File: src/rtl/alarm_pkg.sv
// Package: types and constants shared by the alarm setter modules.
// Assumes BCD digits are four bits wide.
package alarm_pkg;
    localparam int DIGIT_W = 4;

    typedef enum logic [1:0] {
        MODE_IDLE = 2'd0,
        MODE_HOUR = 2'd1,
        MODE_MIN  = 2'd2
    } edit_mode_e;
endpackage

File: src/rtl/rise_detect.sv
// Rising-edge detector for a group of clean, synchronous button levels.
// Assumes inputs are already debounced and synchronous to clk.
module rise_detect #(
    parameter int WIDTH = 3
) (
    input  logic             clk,
    input  logic             rst_n,
    input  logic [WIDTH-1:0] level,
    output logic [WIDTH-1:0] rise
);
    logic [WIDTH-1:0] prev_q;

    // Purpose: remember last cycle's level of each button.
    always_ff @(posedge clk) begin
        if (!rst_n) prev_q <= '0;
        else        prev_q <= level;
    end

    assign rise = level & ~prev_q;

    // one rise cannot be followed by another rise on the same line next cycle
    p_single_pulse_r8: assert property (@(posedge clk) disable iff (!rst_n)
        (rise != '0) |=> ((rise & $past(rise)) == '0));
endmodule

File: src/rtl/mode_seq.sv
// Edit mode sequencer: idle -> hour -> minute -> idle on each set press.
// Assumes set_rise is a single-cycle pulse.
module mode_seq
    import alarm_pkg::*;
(
    input  logic       clk,
    input  logic       rst_n,
    input  logic       set_rise,
    output edit_mode_e mode
);
    edit_mode_e mode_q;

    // Purpose: advance the mode on each set press.
    always_ff @(posedge clk) begin
        if (!rst_n) begin
            mode_q <= MODE_IDLE;
        end else if (set_rise) begin
            unique case (mode_q)
                MODE_IDLE: mode_q <= MODE_HOUR;
                MODE_HOUR: mode_q <= MODE_MIN;
                default:   mode_q <= MODE_IDLE;
            endcase
        end
    end

    assign mode = mode_q;

    // the step order is fixed
    p_idle_to_hour_r2: assert property (@(posedge clk) disable iff (!rst_n)
        (mode_q == MODE_IDLE && set_rise) |=> (mode_q == MODE_HOUR));
    p_hour_to_min_r2: assert property (@(posedge clk) disable iff (!rst_n)
        (mode_q == MODE_HOUR && set_rise) |=> (mode_q == MODE_MIN));
    p_min_to_idle_r2: assert property (@(posedge clk) disable iff (!rst_n)
        (mode_q == MODE_MIN && set_rise) |=> (mode_q == MODE_IDLE));
    p_mode_hold_r2: assert property (@(posedge clk) disable iff (!rst_n)
        !set_rise |=> $stable(mode_q));
endmodule

File: src/rtl/bcd_wrap_ctr.sv
// Two-digit BCD up/down counter that wraps between 0 and MAX_VAL.
// Assumes inc and dec are never high together (the caller masks that case)
// and that MAX_VAL is between 10 and 99.
module bcd_wrap_ctr
    import alarm_pkg::*;
#(
    parameter int MAX_VAL = 59
) (
    input  logic               clk,
    input  logic               rst_n,
    input  logic               inc,
    input  logic               dec,
    output logic [DIGIT_W-1:0] tens,
    output logic [DIGIT_W-1:0] units
);
    localparam logic [DIGIT_W-1:0] MAX_T = DIGIT_W'(MAX_VAL / 10);
    localparam logic [DIGIT_W-1:0] MAX_U = DIGIT_W'(MAX_VAL % 10);
    localparam logic [DIGIT_W-1:0] NINE  = DIGIT_W'(9);

    logic [DIGIT_W-1:0] tens_q, units_q;
    logic               at_max, at_zero;

    assign at_max  = (tens_q == MAX_T) && (units_q == MAX_U);
    assign at_zero = (tens_q == '0) && (units_q == '0);

    // Purpose: step the two BCD digits with decimal carry, borrow and wrap.
    always_ff @(posedge clk) begin
        if (!rst_n) begin
            tens_q  <= '0;
            units_q <= '0;
        end else if (inc) begin
            if (at_max) begin
                tens_q  <= '0;
                units_q <= '0;
            end else if (units_q == NINE) begin
                tens_q  <= tens_q + 1'b1;
                units_q <= '0;
            end else begin
                units_q <= units_q + 1'b1;
            end
        end else if (dec) begin
            if (at_zero) begin
                tens_q  <= MAX_T;
                units_q <= MAX_U;
            end else if (units_q == '0) begin
                tens_q  <= tens_q - 1'b1;
                units_q <= NINE;
            end else begin
                units_q <= units_q - 1'b1;
            end
        end
    end

    assign tens  = tens_q;
    assign units = units_q;

    // wrap both ways
    p_wrap_up_r4: assert property (@(posedge clk) disable iff (!rst_n)
        (inc && at_max) |=> (tens_q == '0 && units_q == '0));
    p_wrap_down_r3: assert property (@(posedge clk) disable iff (!rst_n)
        (dec && !inc && at_zero) |=> (tens_q == MAX_T && units_q == MAX_U));
    // digits stay legal BCD, and the carry clears the units digit
    p_legal_bcd_r5: assert property (@(posedge clk) disable iff (!rst_n)
        (units_q <= NINE) && ({tens_q, units_q} <= {MAX_T, MAX_U}));
    p_carry_r5: assert property (@(posedge clk) disable iff (!rst_n)
        (inc && !at_max && units_q == NINE) |=> (units_q == '0 && tens_q == $past(tens_q) + 1'b1));
    p_borrow_r5: assert property (@(posedge clk) disable iff (!rst_n)
        (dec && !inc && !at_zero && units_q == '0) |=> (units_q == NINE && tens_q == $past(tens_q) - 1'b1));
    p_idle_hold_r6: assert property (@(posedge clk) disable iff (!rst_n)
        (!inc && !dec) |=> ($stable(tens_q) && $stable(units_q)));
endmodule

File: src/rtl/time_match.sv
// Digit-wise equality of stored and current BCD time, gated by enable.
// Assumes both times are in the same digit order.
module time_match
    import alarm_pkg::*;
#(
    parameter int DIGITS = 4
) (
    input  logic                            enable,
    input  logic [DIGITS-1:0][DIGIT_W-1:0]  stored,
    input  logic [DIGITS-1:0][DIGIT_W-1:0]  current,
    output logic                            hit
);
    logic [DIGITS-1:0] eq;

    // Purpose: one comparator per digit.
    for (genvar d = 0; d < DIGITS; d++) begin : g_digit
        assign eq[d] = (stored[d] == current[d]);
    end

    assign hit = enable && (&eq);

    // no hit without the enable
    always_comb begin
        if (!enable) p_no_hit_disabled_r9: assert (!hit);
    end
endmodule

File: src/rtl/alarm_bcd_setter.sv
// Alarm time setter: holds HH:MM in BCD, edits it with buttons, and raises
// a buzzer on a match with the current BCD time.
// Assumes clean, synchronous button levels and a BCD current time.
module alarm_bcd_setter
    import alarm_pkg::*;
#(
    parameter int HOUR_MAX = 23,
    parameter int MIN_MAX  = 59
) (
    input  logic         clk,
    input  logic         rst_n,
    input  logic         alarm_en,
    input  logic         btn_set,
    input  logic         btn_inc,
    input  logic         btn_dec,
    input  logic [3:0]   cur_hr_tens,
    input  logic [3:0]   cur_hr_units,
    input  logic [3:0]   cur_min_tens,
    input  logic [3:0]   cur_min_units,
    output logic [3:0]   alm_hr_tens,
    output logic [3:0]   alm_hr_units,
    output logic [3:0]   alm_min_tens,
    output logic [3:0]   alm_min_units,
    output logic         buzzer
);
    localparam int FIELDS = 2;
    localparam int DIGITS = 2 * FIELDS;

    logic [2:0]               rise;
    logic                     set_r, inc_r, dec_r, step_ok;
    edit_mode_e               mode;
    logic [FIELDS-1:0]        fld_inc, fld_dec;
    logic [FIELDS-1:0][DIGIT_W-1:0] f_tens, f_units;
    logic [DIGITS-1:0][DIGIT_W-1:0] stored_t, current_t;

    rise_detect #(.WIDTH(3)) u_rise (
        .clk   (clk),
        .rst_n (rst_n),
        .level ({btn_dec, btn_inc, btn_set}),
        .rise  (rise)
    );
    assign set_r = rise[0];
    assign inc_r = rise[1];
    assign dec_r = rise[2];

    mode_seq u_mode (
        .clk      (clk),
        .rst_n    (rst_n),
        .set_rise (set_r),
        .mode     (mode)
    );

    // a simultaneous increment and decrement is dropped
    assign step_ok = inc_r ^ dec_r;

    // Purpose: one wrapping BCD counter per field; field 0 hours, field 1 minutes.
    for (genvar f = 0; f < FIELDS; f++) begin : g_field
        localparam int         LIMIT = (f == 0) ? HOUR_MAX : MIN_MAX;
        localparam edit_mode_e OWNER = (f == 0) ? MODE_HOUR : MODE_MIN;

        assign fld_inc[f] = step_ok && inc_r && (mode == OWNER);
        assign fld_dec[f] = step_ok && dec_r && (mode == OWNER);

        bcd_wrap_ctr #(.MAX_VAL(LIMIT)) u_ctr (
            .clk   (clk),
            .rst_n (rst_n),
            .inc   (fld_inc[f]),
            .dec   (fld_dec[f]),
            .tens  (f_tens[f]),
            .units (f_units[f])
        );
    end

    assign alm_hr_tens   = f_tens[0];
    assign alm_hr_units  = f_units[0];
    assign alm_min_tens  = f_tens[1];
    assign alm_min_units = f_units[1];

    assign stored_t  = {alm_hr_tens, alm_hr_units, alm_min_tens, alm_min_units};
    assign current_t = {cur_hr_tens, cur_hr_units, cur_min_tens, cur_min_units};

    time_match #(.DIGITS(DIGITS)) u_match (
        .enable  (alarm_en),
        .stored  (stored_t),
        .current (current_t),
        .hit     (buzzer)
    );

    // idle mode freezes the stored time
    p_idle_frozen_r6: assert property (@(posedge clk) disable iff (!rst_n)
        (mode == MODE_IDLE) |=> $stable(stored_t));
    // both step presses together change nothing
    p_both_dropped_r7: assert property (@(posedge clk) disable iff (!rst_n)
        (inc_r && dec_r) |=> $stable(stored_t));
    // after a reset cycle the time reads 00:00
    p_reset_clear_r1: assert property (@(posedge clk)
        !rst_n |=> (stored_t == '0));
endmodule

File: config.mk
export PLATFORM = sky130hd
export DESIGN_NAME = alarm_bcd_setter
export DESIGN_NICKNAME = d
export VERILOG_FILES = /design/src/rtl/alarm_pkg.sv /design/src/rtl/rise_detect.sv /design/src/rtl/mode_seq.sv /design/src/rtl/bcd_wrap_ctr.sv /design/src/rtl/time_match.sv /design/src/rtl/alarm_bcd_setter.sv
export SDC_FILE = /design/constraint.sdc
export NUM_CORES = 1
export LEC_CHECK = 0
export ABC_AREA = 1
export BUFFER_PORTS_ARGS = -buffer_cell sky130_fd_sc_hd__buf_2
export CORE_MARGIN = 10
export CORE_UTILIZATION = 50
export CTS_BUF_LIST = sky130_fd_sc_hd__clkbuf_8 sky130_fd_sc_hd__clkbuf_16
export DETAILED_ROUTE_END_ITERATION = 10
export HOLD_SLACK_MARGIN = 0.05
export PLACE_DENSITY = 0.77
export SLEW_MARGIN = 20
export SYNTH_ARGS = -nofsm -noshare
export SYNTH_HDL_FRONTEND = slang
export SYNTH_SLANG_ARGS = --single-unit
export TNS_END_PERCENT = 10
File: constraint.sdc
create_clock -name clk -period 1.4 [get_ports clk]
set_input_delay 0.28 -clock clk [delete_from_list [all_inputs] [get_ports clk]]
set_output_delay 0.28 -clock clk [all_outputs]
set_load 0.005 [all_outputs]
## Yosys cells after proc, flatten, opt, wreduce, memory -nomap -nowiden

Index checks and enable logic that the tools add are counted.

- Memory bits (read-only): 0
- Output and inout port bits: 17
- Bits in writable memories: 0
- Memories kept: 0
- Bits in registers: 21
- Latch bits: 0
- Input port bits: 22

- Multipliers: 0
- Div/mod/pow operators: 0
- Shift operators: 0
- Reduce and logical (&&, ||, !) cells: 23
- Mux-type cells: 25
- Add/subtract/negate cells: 8
- Magnitude comparators: 0
- Bitwise gates (word level): 3
- Equal/unequal tests: 13

Operator list:

| kind | number |
|---|---|
| 4-bit 2-to-1 mux | 24 |
| 4-bit by 1-bit adder with 4-bit output (second input constant) | 4 |
| 4-bit == test | 4 |
| 4-bit logical NOT | 4 |
| 4-bit by 1-bit subtractor with 4-bit output (second input constant) | 4 |
| 1-bit logical AND | 11 |
| 4-bit by 2-bit == test with 1-bit output (second input constant) | 2 |
| 4-bit == test (second input constant) | 2 |
| 3-bit inequality test (second input constant) | 2 |
| 3-bit AND reduction | 2 |
| 3-bit nonzero test | 2 |
| 4-bit by 3-bit == test with 1-bit output (second input constant) | 1 |
| 2-bit case mux with 2 select lines | 1 |
| 4-bit AND reduction | 1 |
| 2-bit nonzero test | 2 |
| 3-bit bitwise AND | 1 |
| 3-bit NOT | 1 |
| 2-bit by 1-bit == test with 1-bit output (second input constant) | 1 |
| 2-bit == test (second input constant) | 1 |
| 2-bit logical NOT | 1 |
| 1-bit XOR | 1 |

## Longest topological paths before layout

- Depth in word-level cells: 7
- Depth in mapped cells: 11
- Mapped depth without buffers: 11

## By module

Synthesis repeated with hierarchy kept, for this count alone.

- Cells, all modules: 332
- Area total of the unflattened synthesis: 2015.7 µm²

By module, submodules not included:

| module | cells each | area an instance (µm²) | instances |
|---|---|---|---|
| bcd_wrap_ctr at g_field[0].u_ctr | 117 | 789.5 | 1 |
| bcd_wrap_ctr at g_field[1].u_ctr | 114 | 711.9 | 1 |
| time_match | 63 | 275.3 | 1 |
| rise_detect | 15 | 112.6 | 1 |
| mode_seq | 11 | 81.3 | 1 |
| alarm_bcd_setter | 12 | 45.0 | 1 |

## Worst setup path before layout

Ideal clock, no wire load.

- Path kind: register to register
- Start: register g_field[1].u_ctr.units_q[0]
- End: register g_field[1].u_ctr.tens_q[1]
- Cell stages (with the launch flop): 10
- Slack: -0.023 ns
- Period minus slack after synthesis: 1.423 ns
- Arrival: 1.309 ns
- Cells stage by stage: dfxtp_1 > inv_1 > ha_1 > nand2_1 > nor2_1 > inv_1 > nand2_2 > nand3_4 > a21oi_1 > nor2_1

- Cells in the longest elaborated chain, start to end: 5

Ends and longest elaborated chain:

| element | line | text |
|---|---|---|
| from (decl) | bcd_wrap_ctr.sv:20 | `logic [DIGIT_W-1:0] tens_q, units_q;` |
| from (signal assigned) | bcd_wrap_ctr.sv:39 | `units_q <= units_q + 1'b1;` |
| from (signal assigned) | bcd_wrap_ctr.sv:49 | `units_q <= units_q - 1'b1;` |
| branches (longest 5 deep; another with 4-bit == test) | -- |  |
| to (signal assigned) | bcd_wrap_ctr.sv:36 | `tens_q <= tens_q + 1'b1;` |
| to (signal assigned) | bcd_wrap_ctr.sv:46 | `tens_q <= tens_q - 1'b1;` |
| to (decl) | bcd_wrap_ctr.sv:20 |  |

Several ways; the timed one is not identified. The select of a mux whose other input is x is not followed.
A chain may end at the register's enable or synchronous reset.

## Worst setup path in the final report

- Start: register g_field[0].u_ctr.units_q[1]
- End: output port buzzer

- Cells in the longest elaborated chain, start to end: 3

Ends and longest elaborated chain:

| element | line | text |
|---|---|---|
| from (decl) | bcd_wrap_ctr.sv:20 |  |
| from (signal assigned) | bcd_wrap_ctr.sv:39 |  |
| from (signal assigned) | bcd_wrap_ctr.sv:49 |  |
| 4-bit == test | time_match.sv:17 | `assign eq[d] = (stored[d] == current[d]);` |
| 4-bit AND reduction | time_match.sv:20 | `assign hit = enable && (&eq);` |
| 1-bit logical AND | time_match.sv:20 |  |
| to (decl) | alarm_bcd_setter.sv:24 | `output logic buzzer` |

Every way passes these cells.

==> run summary <==
status = complete, but fails checks
violated checks = negative setup slack
GR Overflow Total = 0
final instance area = 2560 um2
IO Pins = 39
synthesized area = 1930 um2
min Tclk post-route = 1630 ps
final hold violation count = 0
Initial Util = 52.3%
initial antenna violation count = 0
Synth Area in Compound Gates = 10.4%
Yosys reg bits = 21
largest net degree at the start of global routing = 21
Req. time, crit path = 1120 ps
crit path DAT = 1350 ps
min-delay worst type = primary input to flop
Mapped Cells = 302
Final ANT Viol Nets = 0
drt pass-1 iters = 6
PwrDens = 712 nW/um2
GRT Util Overall = 16.1%
flop2flop setup slack = -90 ps
Final WS setup = -228 ps
largest family of logic cells by synthesized area = simple AND/OR/NAND/NOR gates
port bufs = 38
Worst Clk Skew = 4.74 ps
Clock Path Buffers = 2
layout cells sized above 1 = 35.1%
fillers = 351
Root Buffer = clkbuf_8
TritonCTS clock tree = built
Synth Net Count = 337
Slew headroom = 74.3%
Placed Instance Area = 2370 um2
Post-CTS Hold Buffers = 0
final setup vio count = 10
Layout area overhead = 32.6%
DP HPWL = 4150 um
CP max FO = 2
xor and xnor area share after synthesis = 6.81%
vias in the first global route = 2026
post-synthesis mux area share = 0%
Sink Count = 21
register area share after synthesis = 21.8%
Lkg Pwr = 1.37 nW
Clock transition at path regs = 90 ps
Synth Area per Inst = 6.39 um2
Placer Congestion = 0.924
final wirelength = 5510 um
Setup crit end kind = output pin
adder-cell area share of the yosys netlist = 8.43%
post-route clock period utilization = 116%
area occupied by registers = 434 um2
Std-Cell Rows = 22
Ys Warns = 0
Yosys cell types = 28
die height = 82.1 um
H-tree levels = 1
nets = 409
die area = 6740 um2
post-synth top area cell = dfxtp_1
DRT iter0 DRCs = 127
Crit Path Category = flop to output pin
RSZ-0062 raised after global routing = yes
largest cells by area after synthesis = dfxtp_1 (22%), nand2_1 (15%), ha_1 (8.4%)
WHS = 200 ps
fin. max-slew vios = 0
Max IR drop VDD = 0.000619 V
Core Region = 3690 um2
Place WS = -135 ps
# Max-Cap Violations = 0
diode count = 0
CP startpoint kind = flop
drt drc = 0
multi-input logic area = 1390 um2
setup TNS = -781 ps
Least-Margin Pin Slew = 385 ps
wire per inst = 13.1 um
DR vias = 2143
CTS buffer count = 3
Via-to-Cell Ratio = 5.09
Post-Synth Simple-Gate Area = 41.7%
final design utilization = 69.4%
Die W = 82.1 um
global-route wire length before repair = 8920 um
max frequency = 614 MHz
clock latency on the worst-skew pair = 270 ps
share of the synthesized area in the top cell type = 21.8%
## path summary, 6_finish.rpt
kind,end,depth (start not counted),from
max,buzzer,7,g_field[0].u_ctr.units[1]
min,u_rise.prev_q[0],3,btn_set
max reg2reg,g_field[0].u_ctr.tens[1],10,g_field[0].u_ctr.units[2]
min reg2reg,g_field[0].u_ctr.tens[1],2,g_field[0].u_ctr.tens[1]
## cell families after synthesis
| family | count (synthesis) |
|---|---|
| and+or+nand+nor | 167 |
| adders and majority gates | 13 |
| xor gates and xnor gates | 15 |
| buffers and inverters | 51 |
| DFF | 21 |
| AOI/OAI and AO/OA | 35 |
## layout make-up
| cell class | count | area share (%) |
|---|---|---|
| repair buffers | 73 | 18.1 |
| clock buffers | 3 | 1.61 |
| well taps | 48 | 2.35 |
| multi-input cells | 230 | 54.1 |
| clock inverters | 1 | 0.196 |
| inverters | 45 | 6.60 |
| flip-flops and latches | 21 | 17.0 |
## where the power goes
group | internal, W | leakage, nW | switching (W)
Combinational | 0.000310 | 1.17 | 0.000410
Clock | 0.000199 | 0.0255 | 0.000228
Sequential | 0.000638 | 0.176 | 0.0000375
## repair_timing
item | 4_1_cts | 5_1_grt
endpoints found under the setup margin | 14 | 17
buffers inserted | 4 | 0
pin swaps | 7 | 6
resized for setup | 18 | 21
gates cloned | 0 | 0
## metrics by stage
| stage | instances | power (W) |
|---|---|---|
| detailed placement | 413 | 0.00134 |
| floorplan | 302 | 0.00111 |
| finish | 421 | 0.00182 |
| CTS | 421 | 0.00179 |
| global route | 421 | 0.00194 |
| global placement | 413 | 0.00133 |
## worst max-delay path: stages (launching register included)
cell and delay (ps):
dfxtp_2 340, inv_2 50, buf_6 100, a22o_1 200
nor2_1 100, nand3_1 70, nor2_1 90, buf_2 110
## cell usage in the layout, fill, tap and decap left out, types with 8 or more instances in the layout
master,count
buf_2,38
inv_2,10
buf_4,32
dfxtp_2,8
inv_1,35
nand2_1,76
nand3_1,29
xor2_1,10
dfxtp_1,12
nor2_1,27
o21ai_0,16
ha_1,9
## routing by layer
layer	GRT usage, %	wire (um)	vias up
met1	19.4	2360	958
met5	0	0	-
met4	2.89	83	0
met2	28.8	2650	73
li1	-	-	1104
met3	3.89	409	8
## synth_stat cells (all sizes together)
cell / number
nand2: 83
inv: 45
nor2: 39
nand3: 36
dfxtp: 21
o21ai: 17
ha: 13
xor2: 10
buf: 6
a21oi: 5
a31oi: 5
nand4: 5
o211ai: 5
xnor2: 5
nor3: 2
o22ai: 2
or2: 2
a22o: 1
## flip-flops by register name, indices dropped and copies added, names as in the netlist
name,count
g_field.u_ctr.tens,8
g_field.u_ctr.units,8
u_mode.mode,2
u_rise.prev_q,3
(Power assumes the default switching activity.)
